File: src/rtl/xtlb_pkg.sv
package xtlb_pkg;

    localparam int VA_W  = 32;
    localparam int VPN_W = 20;

    typedef enum logic [1:0] {
        PG_4K  = 2'd0,
        PG_64K = 2'd1,
        PG_1M  = 2'd2
    } pg_size_e;

    typedef struct packed {
        logic [VPN_W-1:0] vpn;
        pg_size_e         size;
        logic [VPN_W-1:0] ppn;
    } tlb_ent_t;

    function automatic pg_size_e size_decode(input logic [1:0] code);
        case (code)
            2'd1:    return PG_64K;
            2'd2:    return PG_1M;
            default: return PG_4K;
        endcase
    endfunction

    // page-number bits that take part in the compare for a given size
    function automatic logic [VPN_W-1:0] vpn_mask(input pg_size_e s);
        case (s)
            PG_1M:   return 20'hFFF00;
            PG_64K:  return 20'hFFFF0;
            default: return 20'hFFFFF;
        endcase
    endfunction

    function automatic logic [VA_W-1:0] xlate(input tlb_ent_t e, input logic [VA_W-1:0] va);
        logic [VPN_W-1:0] m;
        m = vpn_mask(e.size);
        return {(e.ppn & m) | (va[VA_W-1:12] & ~m), va[11:0]};
    endfunction

endpackage

File: src/rtl/xtlb_array.sv
module xtlb_array
    import xtlb_pkg::*;
#(
    parameter int ENTRIES = 8,
    parameter int IDX_W   = 3
) (
    input  logic                clk,
    input  logic                rst_n,
    input  logic [VPN_W-1:0]    lk_vpn,
    input  logic [VPN_W-1:0]    inv_vpn,
    input  logic                inv_en,
    input  logic                kill_all,
    input  logic                fill_en,
    input  logic [IDX_W-1:0]    fill_idx,
    input  tlb_ent_t            fill_ent,
    output logic [ENTRIES-1:0]  lk_match,
    output logic [ENTRIES-1:0]  valid,
    output tlb_ent_t            sel_ent
);

    tlb_ent_t           ent_q [ENTRIES];
    logic [ENTRIES-1:0] valid_q;
    logic [ENTRIES-1:0] inv_hit;

    for (genvar i = 0; i < ENTRIES; i++) begin : g_ent
        logic fill_here;
        assign fill_here   = fill_en && (fill_idx == IDX_W'(i));
        assign lk_match[i] = valid_q[i] &&
                             (((ent_q[i].vpn ^ lk_vpn) & vpn_mask(ent_q[i].size)) == '0);
        assign inv_hit[i]  = valid_q[i] &&
                             (((ent_q[i].vpn ^ inv_vpn) & vpn_mask(ent_q[i].size)) == '0);

        always_ff @(posedge clk) begin
            if (!rst_n) begin
                valid_q[i] <= 1'b0;
                ent_q[i]   <= '0;
            end else begin
                if (kill_all)
                    valid_q[i] <= 1'b0;
                else if (fill_here)
                    valid_q[i] <= 1'b1;
                else if (inv_en && inv_hit[i])
                    valid_q[i] <= 1'b0;
                if (fill_here)
                    ent_q[i] <= fill_ent;
            end
        end
    end

    always_comb begin
        sel_ent = '0;
        for (int i = 0; i < ENTRIES; i++)
            if (lk_match[i])
                sel_ent = sel_ent | ent_q[i];
    end

    assign valid = valid_q;


    kill_empties_chk: assert property (@(posedge clk) disable iff (!rst_n)
        kill_all |=> (valid_q == '0));


    inval_clears_chk: assert property (@(posedge clk) disable iff (!rst_n)
        (inv_en && !fill_en && (inv_hit != '0)) |=> ((valid_q & $past(inv_hit)) == '0));

endmodule

File: src/rtl/xtlb_lru.sv
module xtlb_lru #(
    parameter int ENTRIES = 8,
    parameter int IDX_W   = 3
) (
    input  logic               clk,
    input  logic               rst_n,
    input  logic               touch_en,
    input  logic [IDX_W-1:0]   touch_idx,
    input  logic [ENTRIES-1:0] valid,
    output logic [IDX_W-1:0]   victim_idx
);

    localparam logic [IDX_W-1:0] OLDEST = IDX_W'(ENTRIES - 1);

    // age 0 = most recent; ages always form a permutation of 0..ENTRIES-1
    logic [IDX_W-1:0] age_q [ENTRIES];

    for (genvar i = 0; i < ENTRIES; i++) begin : g_age
        always_ff @(posedge clk) begin
            if (!rst_n)
                age_q[i] <= IDX_W'(i);
            else if (touch_en) begin
                if (touch_idx == IDX_W'(i))
                    age_q[i] <= '0;
                else if (age_q[i] < age_q[touch_idx])
                    age_q[i] <= age_q[i] + 1'b1;
            end
        end
    end

    always_comb begin
        logic found;
        found      = 1'b0;
        victim_idx = '0;
        for (int i = 0; i < ENTRIES; i++)
            if (!valid[i] && !found) begin
                victim_idx = IDX_W'(i);
                found      = 1'b1;
            end
        if (!found)
            for (int i = 0; i < ENTRIES; i++)
                if (age_q[i] == OLDEST)
                    victim_idx = IDX_W'(i);
    end

    logic [ENTRIES-1:0] seen;
    always_comb begin
        seen = '0;
        for (int i = 0; i < ENTRIES; i++)
            seen[age_q[i]] = 1'b1;
    end


    ages_perm_chk: assert property (@(posedge clk) disable iff (!rst_n)
        $countones(seen) == ENTRIES);


    touch_newest_chk: assert property (@(posedge clk) disable iff (!rst_n)
        touch_en |=> (age_q[$past(touch_idx)] == '0));

endmodule

File: src/rtl/xtlb_top.sv
module xtlb_top
    import xtlb_pkg::*;
#(
    parameter int ENTRIES = 8
) (
    input  logic        clk,
    input  logic        rst_n,
    input  logic        req_valid,
    output logic        req_ready,
    input  logic [31:0] req_vaddr,
    input  logic        req_write,
    output logic        resp_valid,
    output logic        resp_hit,
    output logic [31:0] resp_paddr,
    output logic        mh_fault_rd,
    output logic        mh_fault_wr,
    output logic        walk_req,
    output logic [31:0] walk_vaddr,
    input  logic        walk_done,
    input  logic [31:0] walk_pbase,
    input  logic [1:0]  walk_size,
    input  logic        flush_wr,
    input  logic [31:0] flush_data,
    input  logic        inval_wr,
    input  logic [31:0] inval_data,
    input  logic        ptbase_wr
);

    localparam int IDX_W = (ENTRIES > 1) ? $clog2(ENTRIES) : 1;

    typedef enum logic [0:0] {
        ST_LOOKUP    = 1'b0,
        ST_WAIT_WALK = 1'b1
    } st_e;

    st_e               state_q, state_d;
    logic [31:0]       wait_va_q;
    logic [ENTRIES-1:0] lk_match, valid;
    tlb_ent_t          sel_ent, fill_ent;
    logic [IDX_W-1:0]  victim_idx, hit_idx, touch_idx;
    logic [IDX_W:0]    match_cnt;
    logic              accept, single, multi, miss;
    logic              fill_en, touch_en, kill_all, inv_en;

    assign accept   = req_valid && (state_q == ST_LOOKUP);
    assign kill_all = ptbase_wr || (flush_wr && flush_data[0]);
    assign inv_en   = inval_wr && inval_data[0];
    assign fill_en  = (state_q == ST_WAIT_WALK) && walk_done;

    always_comb begin
        match_cnt = '0;
        hit_idx   = '0;
        for (int i = 0; i < ENTRIES; i++) begin
            match_cnt = match_cnt + {{IDX_W{1'b0}}, lk_match[i]};
            if (lk_match[i])
                hit_idx = IDX_W'(i);
        end
    end

    assign single = (match_cnt == 1);
    assign multi  = (match_cnt > 1);
    assign miss   = (match_cnt == 0);

    assign fill_ent.vpn  = wait_va_q[31:12];
    assign fill_ent.size = size_decode(walk_size);
    assign fill_ent.ppn  = walk_pbase[31:12];

    assign touch_en  = fill_en || (accept && single);
    assign touch_idx = fill_en ? victim_idx : hit_idx;

    xtlb_array #(.ENTRIES(ENTRIES), .IDX_W(IDX_W)) u_array (
        .clk      (clk),
        .rst_n    (rst_n),
        .lk_vpn   (req_vaddr[31:12]),
        .inv_vpn  (inval_data[31:12]),
        .inv_en   (inv_en),
        .kill_all (kill_all),
        .fill_en  (fill_en),
        .fill_idx (victim_idx),
        .fill_ent (fill_ent),
        .lk_match (lk_match),
        .valid    (valid),
        .sel_ent  (sel_ent)
    );

    xtlb_lru #(.ENTRIES(ENTRIES), .IDX_W(IDX_W)) u_lru (
        .clk        (clk),
        .rst_n      (rst_n),
        .touch_en   (touch_en),
        .touch_idx  (touch_idx),
        .valid      (valid),
        .victim_idx (victim_idx)
    );

    // next state
    always_comb begin
        state_d = state_q;
        unique case (state_q)
            ST_LOOKUP:    if (accept && miss) state_d = ST_WAIT_WALK;
            ST_WAIT_WALK: if (walk_done)      state_d = ST_LOOKUP;
            default:                          state_d = ST_LOOKUP;
        endcase
    end

    // state register
    always_ff @(posedge clk) begin
        if (!rst_n) begin
            state_q   <= ST_LOOKUP;
            wait_va_q <= '0;
        end else begin
            state_q <= state_d;
            if (accept && miss)
                wait_va_q <= req_vaddr;
        end
    end

    // registered responses
    always_ff @(posedge clk) begin
        if (!rst_n) begin
            resp_valid  <= 1'b0;
            resp_hit    <= 1'b0;
            resp_paddr  <= '0;
            mh_fault_rd <= 1'b0;
            mh_fault_wr <= 1'b0;
        end else begin
            resp_valid  <= fill_en || (accept && !miss);
            resp_hit    <= accept && single;
            mh_fault_rd <= accept && multi && !req_write;
            mh_fault_wr <= accept && multi && req_write;
            if (fill_en)
                resp_paddr <= xlate(fill_ent, wait_va_q);
            else if (accept && single)
                resp_paddr <= xlate(sel_ent, req_vaddr);
            else
                resp_paddr <= '0;
        end
    end

    assign req_ready  = (state_q == ST_LOOKUP);
    assign walk_req   = (state_q == ST_WAIT_WALK);
    assign walk_vaddr = wait_va_q;


    walk_stall_chk: assert property (@(posedge clk) disable iff (!rst_n)
        walk_req |-> !req_ready);


    fill_resp_chk: assert property (@(posedge clk) disable iff (!rst_n)
        (walk_req && walk_done) |=> (resp_valid && !resp_hit && !walk_req));


    mh_onehot_chk: assert property (@(posedge clk) disable iff (!rst_n)
        $onehot0({mh_fault_rd, mh_fault_wr}));


    mh_resp_chk: assert property (@(posedge clk) disable iff (!rst_n)
        (mh_fault_rd || mh_fault_wr) |-> (resp_valid && !resp_hit && !walk_req));


    hit_nowalk_chk: assert property (@(posedge clk) disable iff (!rst_n)
        resp_hit |-> (resp_valid && !walk_req));

endmodule

File: config.mk
export PLATFORM = sky130hd
export DESIGN_NAME = xtlb_top
export DESIGN_NICKNAME = d
export VERILOG_FILES = /design/src/rtl/xtlb_pkg.sv /design/src/rtl/xtlb_array.sv /design/src/rtl/xtlb_lru.sv /design/src/rtl/xtlb_top.sv
export SDC_FILE = /design/constraint.sdc
export NUM_CORES = 1
export LEC_CHECK = 0
export ABC_AREA = 1
export BUFFER_PORTS_ARGS = -buffer_cell sky130_fd_sc_hd__buf_2
export CAP_MARGIN = 15
export CORE_MARGIN = 4
export CORE_UTILIZATION = 31
export DETAILED_ROUTE_END_ITERATION = 6
export PLACE_DENSITY = 0.48
export SLEW_MARGIN = 20
export SYNTH_ARGS = -nofsm -noshare
export SYNTH_HDL_FRONTEND = slang
export SYNTH_HIERARCHICAL = 1
export SYNTH_SLANG_ARGS = --single-unit
File: constraint.sdc
create_clock -name clk -period 10.7 [get_ports clk]
set_clock_uncertainty 0.05 [all_clocks]
set_input_delay 1.07 -clock clk [delete_from_list [all_inputs] [get_ports clk]]
set_output_delay 1.07 -clock clk [all_outputs]
set_load 0.01 [all_outputs]
==> summary.txt <==
Detailed routing
  • Via density: 4.851
  • DRC Markers: 0
  • Drt wl/cell: about 21 um
  • Via count of the routed design: 21490
  • Antenna-violating nets left: 0
  • Routed wire length: between 90 and 100 mm
  • 1st-pass router iterations: 6
  • Drt first-iter violations: 2003

Cells and area
  • Fin util: 35.43%
  • Ratio of cells with drive above 1 in the final layout: between 10 and 15%
  • Final net count: about 3500
  • P&R area growth vs syn: 12.95%
  • Filler instances: 8570
  • Multi-input logic area: 10330 um2
  • Reg area: approximately 12000 um2

Setup path
  • Worst path slowest cell: nor2_4
  • Largest delay share family, worst path: simple AND/OR/NAND/NOR gates
  • Peak per-stage delay on the critical path: 0.80 ns
  • R2R cell count: 22
  • CP arrival: approximately 7.6 ns
  • Crit-path most repeated cell: nand2_1
  • CP max FO: 37
  • RR Endpoint: u_lru/age_q[4][2]
  • R2r setup slk: 3.68 ns
  • Worst setup path class: in -> reg
  • CP endpoint kind: register
  • Worst endpoint required time: 10.94 ns
  • Startpoint class of the critical path: primary input
  • Worst-path cell chain: buf_2 -> inv_1 -> nand2_1 -> nand3_1 -> nand3b_1 -> nor4_1 -> fa_1 -> inv_1 -> fa_1 -> fa_1 -> inv_1 -> ha_1 -> fa_1 -> nand2_1 -> nand2_1 -> nor2_4 -> nand3_1 -> nand2_1 -> nand2_1 -> or3_1 -> inv_2 -> nand2_1 -> nand3_1
  • Buf/Inv on CP: 5
  • FF-to-FF Start: u_array/ent_q[0][20]

Floorplanning
  • Die Wd: about 300 um
  • Die height: approximately 290 um
  • Ports: about 210
  • Die Area: about 86000 um2
  • Core ar.: 80680 um2
  • Initial Utilization: between 30% and 40%
  • Cell Rows: 104

Worst hold path
  • Hold Crit Depth: 2
  • Hold EP: u_array/valid[2]
  • Hold path startpoint: u_array/valid[2]
  • Worst hold path class: reg -> reg

Timing
  • Tmin final: 7.404 ns
  • Setup repair after global routing missed its margin: false
  • Fmax: 135.1 MHz
  • Worst slew margin: about 31%
  • Tcrit/Tclk final: 69.20%
  • Worst-Margin Slew: between 1 and 1.5 ns
  • Final Hold Vio Count: 0
  • TNS Setup: 0 ns
  • Min setup slack post-route: ~3.3 ns
  • Final Slew Violations: 0
  • Final setup viols: 0

Synthesis
  • Syn Inst Count: around 3300
  • Syn Nets: 3445
  • Mapped cell area: approximately 25000 um2
  • Yosys warns: 6
  • Synth Area per Inst: 7.773 um2

CTS
  • Clock tree from TritonCTS: done
  • Clock tree sinks: 437
  • CTS buffer count: around 50
  • Worst-path clk slew: around 0.060 ns
  • Setup bufs post-CTS: 0
  • CTS H-Tree Depth: 2
  • Hold_buf cts: 0
  • # resized after CTS: 0
  • Clk_lat worst skew: 0.63 ns
  • CTS root buf: clkbuf_16
  • CTS max path bufs: 3

Power and ir drop
  • Worst vdd ir: slightly above 0.1 mV
  • Cell Pwr Density: around 150 nW/um2
  • P_leak: 12.98 nW

Place
  • Post-DP HPWL: about 63 mm
  • Setup WS pre-CTS: about 2.7 ns
  • Routability cong.: between 0.9 and 1
  • Buffers on Ports: ~150

GRT
  • Initial antenna violation count: 1
  • Largest net degree at the start of global routing: 46
  • Total global-route track usage: between 20% and 30%
  • GR Overflow Total: 0
  • First-pass GRT wire length: approximately 140 mm
  • Vias in the first global route: between 20000 and 25000

Outcome
  • Outcome: completed

Run
  • Max Cap Viol: 0
[per-stage QoR]
step | hold WS [ns] | instance area (um2) | total power, mW | instances
after global placement | 0.4621 | 26770 | 2.481 | 4334
final | 0.4676 | 28580 | 4.351 | 4430
after detailed placement | 0.4572 | 26770 | 2.483 | 4334
after CTS | 0.4655 | 28580 | 4.385 | 4429
after floorplan | 0.4080 | 25310 | 2.295 | 3256
after global routing | 0.4947 | 28580 | 4.510 | 4430
[placed cells by master (no fill, tap or decap), types with 5 or more instances in the layout]
cell and n:
clkbuf_16 55, nor2_1 602, nand2_1 843, bufinv_16 7
clkinv_2 6, xnor2_1 54, o22ai_1 8, a22oi_1 8
o211ai_1 19, nand3_1 267, nand4_1 48, nor2_4 8
buf_2 152, inv_2 17, nor2_2 14, o21ai_0 51
nand2_2 27, xor2_1 49, edfxtp_1 360, dfxtp_1 77
a21oi_1 37, clkbuf_8 5, inv_1 445, clkinv_1 11
nor4_1 8, o21bai_1 21, o21ai_1 14, clkbuf_1 7
ha_1 47, nand3b_1 8, nor3_1 20, buf_4 33
[state kept, by name (all words and copies together), names as in the netlist]
signal / count
u_array/valid: 8
walk_vaddr: 32
mh_fault_rd: 1
mh_fault_wr: 1
resp_paddr: 32
u_lru/age_q: 24
resp_valid: 1
walk_req: 1
u_array/ent_q: 336
resp_hit: 1
[power by group]
group | internal [mW] | switching, mW
Combinational | 0.135 | 0.349
Sequential | 1.91 | 0.0563
Clock | 1.14 | 0.761
[area by class of cell]
cell class | instances | area share [%]
Antenna cell | 1 | 0.008754
Clock buffer | 67 | 5.148
Clock inverter | 28 | 1.182
Inverter | 467 | 6.141
Multi-Input combinational cell | 2185 | 36.14
Sequential cell | 437 | 43.21
Tap cell | 1060 | 4.640
Timing Repair Buffer | 185 | 3.528
[how the worst max path moves through the flow]
stage	from	to	slack, ns	depth (start not counted)
floorplan	req_vaddr[12]	u_lru/age_q[4][0]	4.83	25
finish	req_vaddr[27]	u_lru/age_q[4][2]	3.30	23
global route	req_vaddr[27]	u_lru/age_q[7][2]	2.94	22
global placement	req_vaddr[27]	u_lru/age_q[4][0]	2.74	23
CTS	req_vaddr[27]	u_lru/age_q[4][2]	3.36	23
detailed placement	req_vaddr[27]	u_lru/age_q[4][1]	2.74	23
[per-layer routing]
layer	global-route usage (%)	part of all wire, %
met4	6.378	3.0
met2	34.19	45
met5	0	0
met3	4.498	8.4
met1	29.61	44
[worst min-delay path: cells and delay by family (launching register included)]
family             cells  cell delay [ns]
DFF                    1             0.35
and+or+nand+nor        1             0.08
AOI/OAI and AO/OA      1             0.05
(Power assumes the default switching activity.)
